### config.mk
export PLATFORM = sky130hd
export DESIGN_NAME = pwr_mode_ctrl
export DESIGN_NICKNAME = d
export VERILOG_FILES = /design/src/rtl/pmc_pkg.sv /design/src/rtl/pmc_regs.sv /design/src/rtl/pmc_seq.sv /design/src/rtl/pmc_gates.sv /design/src/rtl/pwr_mode_ctrl.sv
export SDC_FILE = /design/constraint.sdc
export NUM_CORES = 1
export LEC_CHECK = 0
export ABC_AREA = 1
export BUFFER_PORTS_ARGS = -buffer_cell sky130_fd_sc_hd__buf_2
export CORE_MARGIN = 5
export CORE_UTILIZATION = 43
export DETAILED_ROUTE_END_ITERATION = 7
export PLACE_DENSITY = 0.87
export RECOVER_POWER = 50
export SYNTH_ARGS = -nofsm -noshare
export SYNTH_HDL_FRONTEND = slang
export SYNTH_SLANG_ARGS = --single-unit
### constraint.sdc
create_clock -name clk -period 2.1 [get_ports clk]
set_input_delay 0.105 -clock clk [delete_from_list [all_inputs] [get_ports clk]]
set_output_delay 0.105 -clock clk [all_outputs]
set_load 0.02 [all_outputs]
### src/rtl/pmc_pkg.sv
package pmc_pkg;

   typedef enum logic [1:0] {
      MODE_NORMAL  = 2'd0,
      MODE_IDLE    = 2'd1,
      MODE_SLOW    = 2'd2,
      MODE_STANDBY = 2'd3
   } pm_mode_e;

   typedef enum logic [1:0] {
      SEQ_REST     = 2'd0,
      SEQ_WAIT_OSC = 2'd1,
      SEQ_WAIT_PLL = 2'd2
   } seq_state_e;

   localparam int unsigned OFS_PSET  = 0;
   localparam int unsigned OFS_PCLR  = 1;
   localparam int unsigned OFS_PSTAT = 2;
   localparam int unsigned OFS_MODE  = 3;
   localparam int unsigned OFS_USB   = 4;

   localparam int unsigned MODE_BUSY_BIT = 2;
   localparam int unsigned MODE_PEND_BIT = 3;

endpackage

### src/rtl/pmc_regs.sv
module pmc_regs
   import pmc_pkg::*;
#(
   parameter int unsigned NUM_PERIPH = 8,
   parameter int unsigned ADDR_W     = 4,
   parameter int unsigned DATA_W     = 32
) (
   input  logic                  clk,
   input  logic                  rst_n,
   input  logic                  wr_en,
   input  logic [ADDR_W-1:0]     addr,
   input  logic [DATA_W-1:0]     wdata,
   input  pm_mode_e              mode,
   input  logic                  busy,
   input  logic                  pend_v,
   output logic [DATA_W-1:0]     rdata,
   output logic [NUM_PERIPH-1:0] periph_mask,
   output logic [1:0]            usb_bits,
   output logic                  cmd_wr,
   output pm_mode_e              cmd
);

   localparam logic [ADDR_W-1:0] A_PSET  = ADDR_W'(OFS_PSET);
   localparam logic [ADDR_W-1:0] A_PCLR  = ADDR_W'(OFS_PCLR);
   localparam logic [ADDR_W-1:0] A_PSTAT = ADDR_W'(OFS_PSTAT);
   localparam logic [ADDR_W-1:0] A_MODE  = ADDR_W'(OFS_MODE);
   localparam logic [ADDR_W-1:0] A_USB   = ADDR_W'(OFS_USB);

   logic [NUM_PERIPH-1:0] wmask;
   logic                  hit_set, hit_clr, hit_usb;

   assign wmask   = wdata[NUM_PERIPH-1:0];
   assign hit_set = wr_en && (addr == A_PSET);
   assign hit_clr = wr_en && (addr == A_PCLR);
   assign hit_usb = wr_en && (addr == A_USB);
   assign cmd_wr  = wr_en && (addr == A_MODE);
   assign cmd     = pm_mode_e'(wdata[1:0]);

   always_ff @(posedge clk) begin
      if (!rst_n) begin
         periph_mask <= '0;
      end else if (hit_set) begin
         periph_mask <= periph_mask | wmask;
      end else if (hit_clr) begin
         periph_mask <= periph_mask & ~wmask;
      end
   end

   always_ff @(posedge clk) begin
      if (!rst_n) begin
         usb_bits <= 2'b00;
      end else if (hit_usb) begin
         usb_bits <= wdata[1:0];
      end
   end

   always_comb begin
      rdata = '0;
      unique case (addr)
         A_PSTAT: rdata[NUM_PERIPH-1:0] = periph_mask;
         A_MODE: begin
            rdata[1:0]           = mode;
            rdata[MODE_BUSY_BIT] = busy;
            rdata[MODE_PEND_BIT] = pend_v;
         end
         A_USB:   rdata[1:0] = usb_bits;
         default: rdata = '0;
      endcase
   end

   // the mask moves only on a set or clear write
   p_mask_hold_r2: assert property (@(posedge clk) disable iff (!rst_n)
      !(hit_set || hit_clr) |=> $stable(periph_mask));

   // the USB bits move only on a write to their offset
   p_usb_hold_r11: assert property (@(posedge clk) disable iff (!rst_n)
      !hit_usb |=> $stable(usb_bits));

endmodule

### src/rtl/pmc_seq.sv
module pmc_seq
   import pmc_pkg::*;
(
   input  logic     clk,
   input  logic     rst_n,
   input  logic     cmd_wr,
   input  pm_mode_e cmd,
   input  logic     irq,
   input  logic     osc_ready,
   input  logic     pll_ready,
   output pm_mode_e mode,
   output logic     busy,
   output logic     pend_v,
   output logic     osc_en,
   output logic     pll_en,
   output logic     src_sel
);

   seq_state_e seq_q, seq_n;
   pm_mode_e   mode_q, mode_n;
   pm_mode_e   pend_q, pend_n;
   logic       pend_v_q, pend_v_n;
   logic       osc_q, osc_n, pll_q, pll_n, src_q, src_n;
   logic       eff_v;
   pm_mode_e   eff_cmd;

   // a fresh write wins over a held command
   always_comb begin
      eff_v   = 1'b0;
      eff_cmd = cmd;
      if (cmd_wr) begin
         eff_v = 1'b1;
      end else if (pend_v_q && seq_q == SEQ_REST) begin
         eff_v   = 1'b1;
         eff_cmd = pend_q;
      end
   end

   always_comb begin
      seq_n    = seq_q;
      mode_n   = mode_q;
      pend_n   = pend_q;
      pend_v_n = pend_v_q;
      osc_n    = osc_q;
      pll_n    = pll_q;
      src_n    = src_q;
      unique case (seq_q)
         SEQ_REST: begin
            pend_v_n = 1'b0;
            unique case (mode_q)
               MODE_NORMAL: begin
                  if (eff_v) begin
                     unique case (eff_cmd)
                        MODE_IDLE: mode_n = MODE_IDLE;
                        MODE_SLOW, MODE_STANDBY: begin
                           mode_n = eff_cmd;
                           src_n  = 1'b0;
                           osc_n  = 1'b0;
                           pll_n  = 1'b0;
                        end
                        default: mode_n = mode_q;
                     endcase
                  end
               end
               MODE_SLOW: begin
                  if (eff_v) begin
                     unique case (eff_cmd)
                        MODE_NORMAL: begin
                           seq_n = SEQ_WAIT_OSC;
                           osc_n = 1'b1;
                        end
                        MODE_IDLE, MODE_STANDBY: mode_n = MODE_STANDBY;
                        default: mode_n = mode_q;
                     endcase
                  end
               end
               MODE_IDLE: begin
                  if (irq) mode_n = MODE_NORMAL;
               end
               MODE_STANDBY: begin
                  if (irq) mode_n = MODE_SLOW;
               end
               default: mode_n = mode_q;
            endcase
         end
         SEQ_WAIT_OSC: begin
            if (osc_ready) begin
               seq_n = SEQ_WAIT_PLL;
               pll_n = 1'b1;
            end
            if (cmd_wr) begin
               pend_v_n = 1'b1;
               pend_n   = cmd;
            end
         end
         SEQ_WAIT_PLL: begin
            if (pll_ready) begin
               seq_n  = SEQ_REST;
               src_n  = 1'b1;
               mode_n = MODE_NORMAL;
            end
            if (cmd_wr) begin
               pend_v_n = 1'b1;
               pend_n   = cmd;
            end
         end
         default: seq_n = SEQ_REST;
      endcase
   end

   always_ff @(posedge clk) begin
      if (!rst_n) begin
         seq_q    <= SEQ_REST;
         mode_q   <= MODE_SLOW;
         pend_q   <= MODE_NORMAL;
         pend_v_q <= 1'b0;
         osc_q    <= 1'b0;
         pll_q    <= 1'b0;
         src_q    <= 1'b0;
      end else begin
         seq_q    <= seq_n;
         mode_q   <= mode_n;
         pend_q   <= pend_n;
         pend_v_q <= pend_v_n;
         osc_q    <= osc_n;
         pll_q    <= pll_n;
         src_q    <= src_n;
      end
   end

   assign mode    = mode_q;
   assign busy    = (seq_q != SEQ_REST);
   assign pend_v  = pend_v_q;
   assign osc_en  = osc_q;
   assign pll_en  = pll_q;
   assign src_sel = src_q;

   // the fast source is selected only while oscillator and PLL run
   p_src_needs_pll_r4: assert property (@(posedge clk) disable iff (!rst_n)
      src_q |-> (osc_q && pll_q));

   // the PLL is requested only after the oscillator reported ready
   p_pll_after_osc_r4: assert property (@(posedge clk) disable iff (!rst_n)
      $rose(pll_q) |-> (osc_q && $past(osc_ready)));

   // the source switches only after the PLL reported ready
   p_src_after_pll_r4: assert property (@(posedge clk) disable iff (!rst_n)
      $rose(src_q) |-> $past(pll_ready));

   // slow clock and standby at rest keep oscillator and PLL off
   p_slow_off_r7: assert property (@(posedge clk) disable iff (!rst_n)
      ((mode_q == MODE_SLOW || mode_q == MODE_STANDBY) && seq_q == SEQ_REST)
      |-> (!osc_q && !pll_q && !src_q));

   // idle is left only on an interrupt
   p_idle_hold_r6: assert property (@(posedge clk) disable iff (!rst_n)
      (mode_q == MODE_IDLE && !irq) |=> (mode_q == MODE_IDLE));

   // standby wakes to slow clock on an interrupt
   p_standby_wake_r8: assert property (@(posedge clk) disable iff (!rst_n)
      (mode_q == MODE_STANDBY && irq) |=> (mode_q == MODE_SLOW));

endmodule

### src/rtl/pmc_gates.sv
module pmc_gates
   import pmc_pkg::*;
#(
   parameter int unsigned NUM_PERIPH = 8,
   parameter bit          USB_DIV2   = 1'b1
) (
   input  logic                  clk,
   input  logic                  rst_n,
   input  pm_mode_e              mode,
   input  logic                  src_sel,
   input  logic [NUM_PERIPH-1:0] periph_mask,
   input  logic [1:0]            usb_bits,
   output logic                  slow_clk_en,
   output logic                  mclk_en,
   output logic                  proc_clk_en,
   output logic [NUM_PERIPH-1:0] periph_clk_en,
   output logic                  usb_dev_clk_en,
   output logic                  usb_host_clk_en,
   output logic                  usb_div2_en
);

   assign slow_clk_en = 1'b1;
   assign mclk_en     = 1'b1;
   assign proc_clk_en = (mode == MODE_NORMAL) || (mode == MODE_SLOW);

   for (genvar gi = 0; gi < NUM_PERIPH; gi++) begin : g_periph
      assign periph_clk_en[gi] = periph_mask[gi];
   end

   assign usb_dev_clk_en  = usb_bits[0] & src_sel;
   assign usb_host_clk_en = usb_bits[1] & src_sel;

   if (USB_DIV2) begin : g_div2
      assign usb_div2_en = usb_dev_clk_en | usb_host_clk_en;
   end else begin : g_nodiv
      assign usb_div2_en = 1'b0;
   end

   // a gated mode never runs the processor clock
   p_gated_proc_r8: assert property (@(posedge clk) disable iff (!rst_n)
      (mode == MODE_IDLE || mode == MODE_STANDBY) |-> !proc_clk_en);

   // the USB clocks need the PLL source
   p_usb_fast_r11: assert property (@(posedge clk) disable iff (!rst_n)
      (usb_dev_clk_en || usb_host_clk_en) |-> src_sel);

endmodule

### src/rtl/pwr_mode_ctrl.sv
module pwr_mode_ctrl
   import pmc_pkg::*;
#(
   parameter int unsigned NUM_PERIPH = 8,
   parameter int unsigned ADDR_W     = 4,
   parameter int unsigned DATA_W     = 32,
   parameter bit          USB_DIV2   = 1'b1
) (
   input  logic                  clk,
   input  logic                  rst_n,
   input  logic                  bus_wr,
   input  logic [ADDR_W-1:0]     bus_addr,
   input  logic [DATA_W-1:0]     bus_wdata,
   output logic [DATA_W-1:0]     bus_rdata,
   input  logic                  irq_pending,
   input  logic                  osc_ready,
   input  logic                  pll_ready,
   output logic                  slow_clk_en,
   output logic                  mclk_en,
   output logic                  proc_clk_en,
   output logic [NUM_PERIPH-1:0] periph_clk_en,
   output logic                  usb_dev_clk_en,
   output logic                  usb_host_clk_en,
   output logic                  usb_div2_en,
   output logic                  osc_en,
   output logic                  pll_en,
   output logic                  mclk_src_sel
);

   if (NUM_PERIPH < 1 || NUM_PERIPH > DATA_W) begin : g_bad_periph
      $error("pwr_mode_ctrl: NUM_PERIPH must lie in 1..DATA_W");
   end
   if (DATA_W < 4) begin : g_bad_data
      $error("pwr_mode_ctrl: DATA_W must be at least 4");
   end
   if (ADDR_W < 3) begin : g_bad_addr
      $error("pwr_mode_ctrl: ADDR_W must be at least 3");
   end

   pm_mode_e              mode;
   pm_mode_e              cmd;
   logic                  cmd_wr, busy, pend_v;
   logic [NUM_PERIPH-1:0] periph_mask;
   logic [1:0]            usb_bits;

   pmc_regs #(
      .NUM_PERIPH (NUM_PERIPH),
      .ADDR_W     (ADDR_W),
      .DATA_W     (DATA_W)
   ) u_regs (
      .clk         (clk),
      .rst_n       (rst_n),
      .wr_en       (bus_wr),
      .addr        (bus_addr),
      .wdata       (bus_wdata),
      .mode        (mode),
      .busy        (busy),
      .pend_v      (pend_v),
      .rdata       (bus_rdata),
      .periph_mask (periph_mask),
      .usb_bits    (usb_bits),
      .cmd_wr      (cmd_wr),
      .cmd         (cmd)
   );

   pmc_seq u_seq (
      .clk       (clk),
      .rst_n     (rst_n),
      .cmd_wr    (cmd_wr),
      .cmd       (cmd),
      .irq       (irq_pending),
      .osc_ready (osc_ready),
      .pll_ready (pll_ready),
      .mode      (mode),
      .busy      (busy),
      .pend_v    (pend_v),
      .osc_en    (osc_en),
      .pll_en    (pll_en),
      .src_sel   (mclk_src_sel)
   );

   pmc_gates #(
      .NUM_PERIPH (NUM_PERIPH),
      .USB_DIV2   (USB_DIV2)
   ) u_gates (
      .clk             (clk),
      .rst_n           (rst_n),
      .mode            (mode),
      .src_sel         (mclk_src_sel),
      .periph_mask     (periph_mask),
      .usb_bits        (usb_bits),
      .slow_clk_en     (slow_clk_en),
      .mclk_en         (mclk_en),
      .proc_clk_en     (proc_clk_en),
      .periph_clk_en   (periph_clk_en),
      .usb_dev_clk_en  (usb_dev_clk_en),
      .usb_host_clk_en (usb_host_clk_en),
      .usb_div2_en     (usb_div2_en)
   );

   // peripheral enables keep the mask through every mode change
   p_periph_mode_r3: assert property (@(posedge clk) disable iff (!rst_n)
      (mode != $past(mode) && !bus_wr) |-> $stable(periph_clk_en));

endmodule

==> flow_summary.yaml, run 1 <==
global_route:
  track_usage_pct: 14.7
  antenna_violations_before_repair: 0
  overflow: 0
  via_count_of_the_first_global_routing_pass: 1268
  grt_pass1_wl_mm: 5.27
  grt_start_max_net_pins: 13
placed_design:
  post_dp_cell_area_sq_um: 1600
  placed_cells_incl_taps: 322
  place_ws_ps: 423
  detail_placement_hpwl_mm: 2.66
  buffer_ports.inserted: 40
  gp_congestion: 0.805
drt:
  routed_wirelength_mm: 3.27
  average_wire_per_cell_in_the_routed_design_microns: 10.0
  drt_first_iter_violations: 37
  drtPass1Iterations: 6
  drt_drc_violations_left: 0
  detail_route.vias_per_cell: 4.54
  number_of_nets_still_failing_antenna_checks_after_routing: 0
  routed-via-count: 1481
synth:
  seq_area_frac_synth_pct: 27.6
  synth_xor_xnor_area_share_pct: 0
  synth_mux_area_share_pct: 0
  average_cell_area_after_synthesis_sq_um: 6.06
  synthesized_area_fraction_occupied_by_ao_oa_aoi_and_oai_cells_pct: 11.6
  synth.yosys.warnings: 0
  synth_instances: 239
  mappedNetlistArea_sq_um: 1450
  yosys.area_share.simple_pct: 33.0
  synth_top_family_by_area: "simple AND/OR/NAND/NOR gates"
  count_of_distinct_cell_types_in_the_synthesized_netlist: 19
  synth-seq-cells: 20
  yosys.area_share.adder_pct: 3.45
timing:
  max_freq_mhz: 591
  hold_fails_final_rpt: 0
  worst_max_slew_margin_expressed_relative_to_the_limit_pct: 66.3
  final-setup-viol-count: 0
  tightestPinTransition_ps: 503
  period_utilization_pct: 80.6
  timing.clock.skew_ps: 11.5
  post-route-worst-setup-slack_ps: 407
  sum_of_negative_setup_slack_ps: 0
  count_of_pins_over_their_slew_limit: 0
  min_period_ps: 1690
  rsz0062_at_grt: "no"
clocking:
  hold_buffers: 0
  clock_tree_from_tritoncts: "built"
  cts_inserted_buffers: 3
  cts_root_buffer: "sky130_fd_sc_hd__clkbuf_4"
  cts_setup_buffers: 0
  resized_gates_after_cts: 0
  htree_num_levels: 1
  max-clock-path-buffers: 2
  worst_skew_pair.late_latency_ps: 310
  cts_num_sinks: 20
  clk_pin_slew_worst_paths_ps: 130
worst_hold_path:
  holdCritPathClass: "in -> reg"
  timing.hold.worst_path_depth: 3
setup_path:
  cp_data_required_time_ps: 2310
  crit_path_start_kind: "flip-flop"
  worst_path_largest_cell_delay_ps: 340
  critical_path.endpoint: "u_seq.src_sel"
  timing.critical_path.to_type: "flip-flop"
  critPathArrivalTime_ps: 1910
  criticalPathCategory: "reg -> reg"
  regToRegEndpoint: "u_seq.src_sel"
  r2r_start: "u_seq.seq_q[0]"
  critical_path_buf_inv_count: 1
  r2r_setup_slack_ps: 410
  crit_path_cell_trace: "inv_1, ha_1, nand2_2, nand2_1, nand2_1, nand2_1, nand2_2, nand2_1, nand2_1, nor2_1, nand2_1, nand2_1, nor2_1"
  crit_cells: 13
  crit_path_top_delay_cell: "sky130_fd_sc_hd__dfxtp_1"
  ff2ff_path_depth: 13
  crit_family: "simple AND/OR/NAND/NOR gates"
  crit_fanout: 8
  path_common_cell: "sky130_fd_sc_hd__nand2_1"
  critPathLaunch: "u_seq.seq_q[0]"
final_layout:
  n_fill_cell: 359
  fin_nets: 327
  layout-area-overhead-vs-synth_pct: 12.7
  layout_commonest_cell: "sky130_fd_sc_hd__nand2_1"
  layout_cells_sized_above_1_pct: 12.9
  final_design_area_no_fill_sq_um: 1630
  layout_common_cells: "sky130_fd_sc_hd__nand2_1 (63), sky130_fd_sc_hd__inv_1 (38), sky130_fd_sc_hd__nor2_1 (30), sky130_fd_sc_hd__buf_2 (28), sky130_fd_sc_hd__conb_1 (26)"
  utilization_pct: 49.3
  instances_no_fill: 326
  multi_input_area_sq_um: 791
  seq_area_sq_um: 400
  antenna-diode-count: 0
die:
  die_area_sq_um: 4630
  die_height_microns: 68.0
  initial_utilization_pct: 43.8
  top_level_ports: 91
  floorplan.die.width_microns: 68.0
  row_count: 21
  core_box_area_sq_um: 3310
power_and_ir_drop:
  vdd.ir_drop.worst_mv: 0.298
  p_leak_nw: 0.842
  power-per-cell-area_nw_per_um2: 575
job:
  max_cap_viol_count: 0
status:
  outcome: "finished clean"
synthesized netlist by cell type:
cell type,number,area share [%]
sky130_fd_sc_hd__nand2_2,2,0.86
sky130_fd_sc_hd__o21ai_0,10,3.5
sky130_fd_sc_hd__buf_4,26,13
sky130_fd_sc_hd__a21oi_1,19,6.6
sky130_fd_sc_hd__o21bai_1,1,0.52
sky130_fd_sc_hd__nand3_2,2,1.4
sky130_fd_sc_hd__o211ai_1,2,1.0
sky130_fd_sc_hd__ha_1,4,3.5
sky130_fd_sc_hd__nand2_1,63,16
sky130_fd_sc_hd__inv_1,38,9.8
sky130_fd_sc_hd__clkinv_1,1,0.26
sky130_fd_sc_hd__clkbuf_1,1,0.26
sky130_fd_sc_hd__dfxtp_1,20,28
sky130_fd_sc_hd__nor2_1,29,7.5
sky130_fd_sc_hd__conb_1,2,0.52
sky130_fd_sc_hd__nand4_1,3,1.3
sky130_fd_sc_hd__nor2_2,1,0.43
sky130_fd_sc_hd__nand3_1,13,4.5
sky130_fd_sc_hd__nor3_1,2,0.69
metrics by stage:
stage	total power, mW	hold WS (ps)
finish	0.939	40.2
global route	0.998	42.0
CTS	0.949	33.0
detailed placement	0.623	381
global placement	0.621	371
floorplan	0.608	254
worst min-delay path by stage:
stage                 to    startpoint  slack [ps]
3_5_place_dp   flip-flop  bus_wdata[4]         380
4_1_cts        flip-flop  bus_wdata[2]          30
6_report       flip-flop  bus_wdata[3]          40
5_1_grt        flip-flop  bus_wdata[2]          40
2_1_floorplan  flip-flop  bus_wdata[6]         250
3_3_place_gp   flip-flop  bus_wdata[6]         370
layout make-up:
class	count	area share, %
well taps	46	3.52
multi-input cells	177	48.4
clock buffers	3	1.38
repair buffers	40	11.3
flip-flops and latches	20	24.5
clock inverters	1	1.84
inverters	39	8.97
per-layer routing:
layer	track usage (%)	share of wire, %	vias up
li1	-	-	770
met1	18.3	45	653
met2	25.3	46	54
met3	2.63	7.5	4
met4	5.46	1.3	0
met5	0	0	-
cell families (layout without fill, tap and decap cells):
kind of cell | Yosys count | after routing
simple gates | 115 | 115
buf+inv | 66 | 83
compound gates | 32 | 32
flops | 20 | 20
fa+ha+maj | 4 | 4
other cells | 2 | 26
tightest hold or removal path, delay by kind of cell:
| kind | cells | cell delay (ps) |
|---|---|---|
| buffers and inverters | 1 | 90 |
| AND/OR/NAND/NOR | 1 | 70 |
| AO/OA/AOI/OAI | 1 | 60 |
power by group:
part           switching [mW]  total (mW)  internal (mW)
sequential             0.0106       0.401          0.391
clock                   0.129       0.323          0.193
combinational           0.157       0.216         0.0586
Power figures use the tool's default switching activity.
==> inputs of run 2 (changes only) <==
==> constraint.sdc (replaced) <==
create_clock -name clk -period 1.7 [get_ports clk]
set_input_delay 0.085 -clock clk [delete_from_list [all_inputs] [get_ports clk]]
set_output_delay 0.085 -clock clk [all_outputs]
set_load 0.02 [all_outputs]
==> flow_summary.yaml, run 2 (synthesis gave the netlist of run 1 again) <==
status:
  outcome: "finished clean"
global_route:
  grt_pass1_wl_mm: 5.38
  grt_start_max_net_pins: 13
  track_usage_pct: 15.0
  antenna_violations_before_repair: 0
  overflow: 0
  via_count_of_the_first_global_routing_pass: 1275
die:
  top_level_ports: 91
  initial_utilization_pct: 43.8
  die_area_sq_um: 4630
  die_height_microns: 68.0
  row_count: 21
  floorplan.die.width_microns: 68.0
  core_box_area_sq_um: 3310
clocking:
  cts_num_sinks: 20
  cts_inserted_buffers: 3
  clk_pin_slew_worst_paths_ps: 130
  cts_root_buffer: "sky130_fd_sc_hd__clkbuf_4"
  worst_skew_pair.late_latency_ps: 310
  hold_buffers: 0
  htree_num_levels: 1
  clock_tree_from_tritoncts: "built"
  max-clock-path-buffers: 2
setup_path:
  criticalPathCategory: "reg -> reg"
  crit_fanout: 6
  timing.critical_path.to_type: "flip-flop"
  cp_data_required_time_ps: 1910
  critPathArrivalTime_ps: 1710
  crit_path_start_kind: "flip-flop"
  r2r_setup_slack_ps: 200
drt:
  average_wire_per_cell_in_the_routed_design_microns: 10.1
  routed-via-count: 1439
  routed_wirelength_mm: 3.29
  drt_first_iter_violations: 53
  number_of_nets_still_failing_antenna_checks_after_routing: 0
  drt_drc_violations_left: 0
  drtPass1Iterations: 4
  detail_route.vias_per_cell: 4.40
final_layout:
  instances_no_fill: 327
  layout_commonest_cell: "sky130_fd_sc_hd__nand2_1"
  fin_nets: 328
  layout-area-overhead-vs-synth_pct: 14.8
  n_fill_cell: 348
  layout_common_cells: "sky130_fd_sc_hd__nand2_1 (62), sky130_fd_sc_hd__inv_1 (36), sky130_fd_sc_hd__nor2_1 (28), sky130_fd_sc_hd__buf_2 (28), sky130_fd_sc_hd__conb_1 (26)"
  layout_cells_sized_above_1_pct: 16.0
  antenna-diode-count: 0
placed_design:
  placed_cells_incl_taps: 323
  gp_congestion: 0.802
  detail_placement_hpwl_mm: 2.68
  buffer_ports.inserted: 40
timing:
  final-setup-viol-count: 0
  timing.clock.skew_ps: 13.5
  max_freq_mhz: 667
  period_utilization_pct: 88.1
  hold_fails_final_rpt: 0
  min_period_ps: 1500
  fin_worst_hold_slack_ps: 15.7
  rsz0062_at_grt: "no"
  count_of_pins_over_their_slew_limit: 0
  sum_of_negative_setup_slack_ps: 0
job:
  max_cap_viol_count: 0
power_and_ir_drop:
  power_frac_seq_pct: 42.4
  clkPwrFrac_pct: 34.2
  p_leak_nw: 0.849
  p_sw_share_pct: 31.8
  combPwrFrac_pct: 23.4
  power-per-cell-area_nw_per_um2: 704
  vdd.ir_drop.worst_mv: 0.325
  power_switching_uw: 372
  cell_internal_pwr_uw: 799
worst_hold_path:
  holdCritPathClass: "in -> reg"
run 2: stage by stage:
step / setup slack (ps) / utilization [%] / cell area [sq um] / power, mW
floorplan: 225 / - / 1540 / 0.751
global placement: 88.1 / 48.5 / 1610 / 0.769
detailed placement: 58.9 / 48.5 / 1610 / 0.773
CTS: 44.4 / 50.1 / 1660 / 1.18
global route: 11.0 / 50.2 / 1660 / 1.25
finish: 202 / 50.2 / 1660 / 1.17
run 2: area by class of cell:
| class | instances | area (sq um) | area share (%) |
|---|---|---|---|
| inverters | 39 | 146 | 8.80 |
| multi-input cells | 177 | 811 | 48.8 |
| clock buffers | 3 | 22.5 | 1.35 |
| flip-flops and latches | 20 | 403 | 24.2 |
| repair buffers | 41 | 193 | 11.6 |
| well taps | 46 | 57.6 | 3.46 |
| clock inverters | 1 | 30.0 | 1.81 |
run 2: per-layer routing:
layer,global-route usage (%),wire length (microns),vias to the layer above
met4,5.96,49,0
li1,-,-,769
met5,0,0,-
met1,18.9,1490,609
met3,2.46,242,6
met2,25.4,1510,55
run 2: critical path, stage by stage, from the launching register on:
cell and delay (ps):
sky130_fd_sc_hd__dfxtp_2 370, sky130_fd_sc_hd__inv_2 70, sky130_fd_sc_hd__ha_4 170, sky130_fd_sc_hd__buf_4 130, sky130_fd_sc_hd__o21ai_0 230, sky130_fd_sc_hd__nor2_1 80, sky130_fd_sc_hd__nand2_1 70, sky130_fd_sc_hd__inv_1 50
sky130_fd_sc_hd__nand3_2 80, sky130_fd_sc_hd__nand2_1 50, sky130_fd_sc_hd__nand2_1 50, sky130_fd_sc_hd__nor2_1 40
run 2: final timing paths:
kind | from | to | depth (start not counted)
max | u_seq.seq_q[1] | u_seq.mode[0] | 11
min | bus_wdata[6] | flip-flop | 3
max reg2reg | u_seq.seq_q[1] | u_seq.mode[0] | 11
min reg2reg | u_seq.pend_q[0] | u_seq.pend_q[0] | 2
run 2: what timing repair did:
item	in CTS	in global routing
gates resized for setup	0	8
buffers inserted	0	0
endpoints found under the setup margin	0	7
run 2: power by group through the flow:
stage	logic, mW	clock network (mW)	registers [mW]
2_1_floorplan	0.242	0	0.509
3_3_place_gp	0.263	0	0.506
3_5_place_dp	0.267	0	0.506
4_1_cts	0.268	0.412	0.496
5_1_grt	0.313	0.436	0.499
6_report	0.274	0.400	0.497
==> inputs of run 3 (changes only) <==
--- a/config.mk
+++ b/config.mk
@@ -10,6 +10,7 @@
 export CORE_MARGIN = 5
 export CORE_UTILIZATION = 43
 export DETAILED_ROUTE_END_ITERATION = 7
+export GPL_TIMING_DRIVEN = 0
 export PLACE_DENSITY = 0.87
 export RECOVER_POWER = 50
 export SYNTH_ARGS = -nofsm -noshare
==> flow_summary.yaml, run 3 (synthesis gave the netlist of run 1 again) <==
placed_design:
  gp_congestion: 0.812
  place_ws_ps: -15.5
  post_dp_cell_area_sq_um: 1800
  buffer_ports.inserted: 40
  placed_cells_incl_taps: 349
  detail_placement_hpwl_mm: 2.75
final_layout:
  layout_common_cells: "sky130_fd_sc_hd__nand2_1 (61), sky130_fd_sc_hd__inv_1 (36), sky130_fd_sc_hd__nor2_1 (28), sky130_fd_sc_hd__buf_2 (28)"
  antenna-diode-count: 0
  n_fill_cell: 342
  layout-area-overhead-vs-synth_pct: 28.0
  utilization_pct: 56.0
  layout_commonest_cell: "sky130_fd_sc_hd__nand2_1"
  layout_cells_sized_above_1_pct: 22.5
  instances_no_fill: 353
  fin_nets: 354
  final_design_area_no_fill_sq_um: 1850
worst_hold_path:
  holdCritPathClass: "in -> reg"
  min-delay-start: "bus_wdata[7]"
  timing.hold.worst_path_depth: 3
drt:
  routed_wirelength_mm: 3.41
  average_wire_per_cell_in_the_routed_design_microns: 9.65
  routed-via-count: 1543
  detail_route.vias_per_cell: 4.37
  highest_layer: "met4"
  met2_wirelength_mm: 1.55
  routed-wl-met3_microns: 260
  drt_drc_violations_left: 0
  drt_first_iter_violations: 76
  drtPass1Iterations: 4
  number_of_nets_still_failing_antenna_checks_after_routing: 0
  met1_length_mm: 1.53
clocking:
  worst_skew_pair.late_latency_ps: 310
  clock_tree_from_tritoncts: "built"
  cts_root_buffer: "sky130_fd_sc_hd__clkbuf_4"
  hold_buffers: 0
  clk_pin_slew_worst_paths_ps: 120
  cts_inserted_buffers: 3
  cts_num_sinks: 20
  max-clock-path-buffers: 2
  htree_num_levels: 1
  cts_setup_buffers: 0
power_and_ir_drop:
  design_power_total_mw: 1.22
  power-per-cell-area_nw_per_um2: 656
  p_leak_nw: 0.984
  vdd.ir_drop.worst_mv: 0.255
setup_path:
  timing.critical_path.to_type: "flip-flop"
  ff2ff_path_depth: 12
  crit_path_cell_trace: "inv_2, ha_4, nand2_2, nand2_1, nand2_1, nand2_1, nand2_2, nand3_1, nand2_2, nand3_1, nand2_1, nor2_1"
  crit_fanout: 8
  r2r_setup_slack_ps: 160
  critPathArrivalTime_ps: 1760
  cp_data_required_time_ps: 1920
  regToRegEndpoint: "u_seq.seq_q[0]"
  worst_path_largest_cell_delay_ps: 400
  criticalPathCategory: "reg -> reg"
  path_common_cell: "sky130_fd_sc_hd__nand2_1"
  crit_path_top_delay_cell: "sky130_fd_sc_hd__dfxtp_1"
  crit_path_start_kind: "flip-flop"
  r2r_start: "u_seq.seq_q[1]"
global_route:
  via_count_of_the_first_global_routing_pass: 1284
  track_usage_pct: 15.0
  overflow: 0
  grt_start_max_net_pins: 13
  grt_pass1_wl_mm: 5.33
  antenna_violations_before_repair: 0
status:
  outcome: "finished clean"
job:
  max_cap_viol_count: 0
timing:
  post-route-worst-setup-slack_ps: 159
  sum_of_negative_setup_slack_ps: 0
  max_freq_mhz: 649
  period_utilization_pct: 90.6
  fin_worst_hold_slack_ps: 20.3
  hold_fails_final_rpt: 0
  min_period_ps: 1540
  rsz0062_at_grt: "no"
  count_of_pins_over_their_slew_limit: 0
  final-setup-viol-count: 0
  timing.clock.skew_ps: 1.40
die:
  floorplan.die.width_microns: 68.0
  die_area_sq_um: 4630
  core_box_area_sq_um: 3310
  top_level_ports: 91
  die_height_microns: 68.0
  initial_utilization_pct: 43.8
  row_count: 21
==> run 3: per-layer routing <==
layer | up-vias | GRT usage [%]
met3 | 5 | 1.97
met4 | 0 | 6.95
met1 | 649 | 19.2
met2 | 64 | 24.7
met5 | - | 0
li1 | 825 | -
==> run 3: layout make-up <==
class                      instances  area (sq um)  area share [%]
inverter                          39           146            7.89
sequential                        20           400            21.6
multi-input combinational        177           813            43.9
buffer                            27           199            10.7
tap                               46          57.6            3.10
timing repair buffer              40           185            9.99
clock inverter                     1          30.0            1.62
clock buffer                       3          22.5            1.21
==> run 3: worst max-delay path, delay by kind of cell, from the launching register on <==
| family | cells | cell delay (ps) |
|---|---|---|
| buf+inv | 1 | 80 |
| flops | 1 | 400 |
| fa+ha+maj | 1 | 190 |
| simple gates | 10 | 790 |
==> run 3: what timing repair did <==
| action | 4_1_cts | 5_1_grt |
|---|---|---|
| pin swaps | 0 | 0 |
| setup endpoints to repair | 2 | 7 |
| resized for setup | 1 | 6 |
==> run 3: how the worst max path moves through the flow <==
| stage | startpoint | end | slack, ps | depth (start not counted) |
|---|---|---|---|---|
| 6_report | u_seq.seq_q[1] | u_seq.seq_q[0] | 160 | 12 |
| 5_1_grt | u_seq.seq_q[1] | u_seq.seq_q[1] | 6 | 12 |
| 4_1_cts | u_seq.seq_q[1] | u_seq.src_sel | 30 | 13 |
| 3_5_place_dp | u_seq.seq_q[1] | u_seq.src_sel | -20 | 13 |
| 3_3_place_gp | u_seq.seq_q[0] | u_seq.src_sel | 30 | 13 |
| 2_1_floorplan | u_seq.seq_q[0] | u_seq.seq_q[0] | 220 | 12 |
==> run 3: report_power, final <==
group	total [mW]	internal (mW)	switching (mW)
combinational	0.323	0.117	0.206
sequential	0.496	0.483	0.0128
clock	0.398	0.238	0.159
total	1.22	0.838	0.378
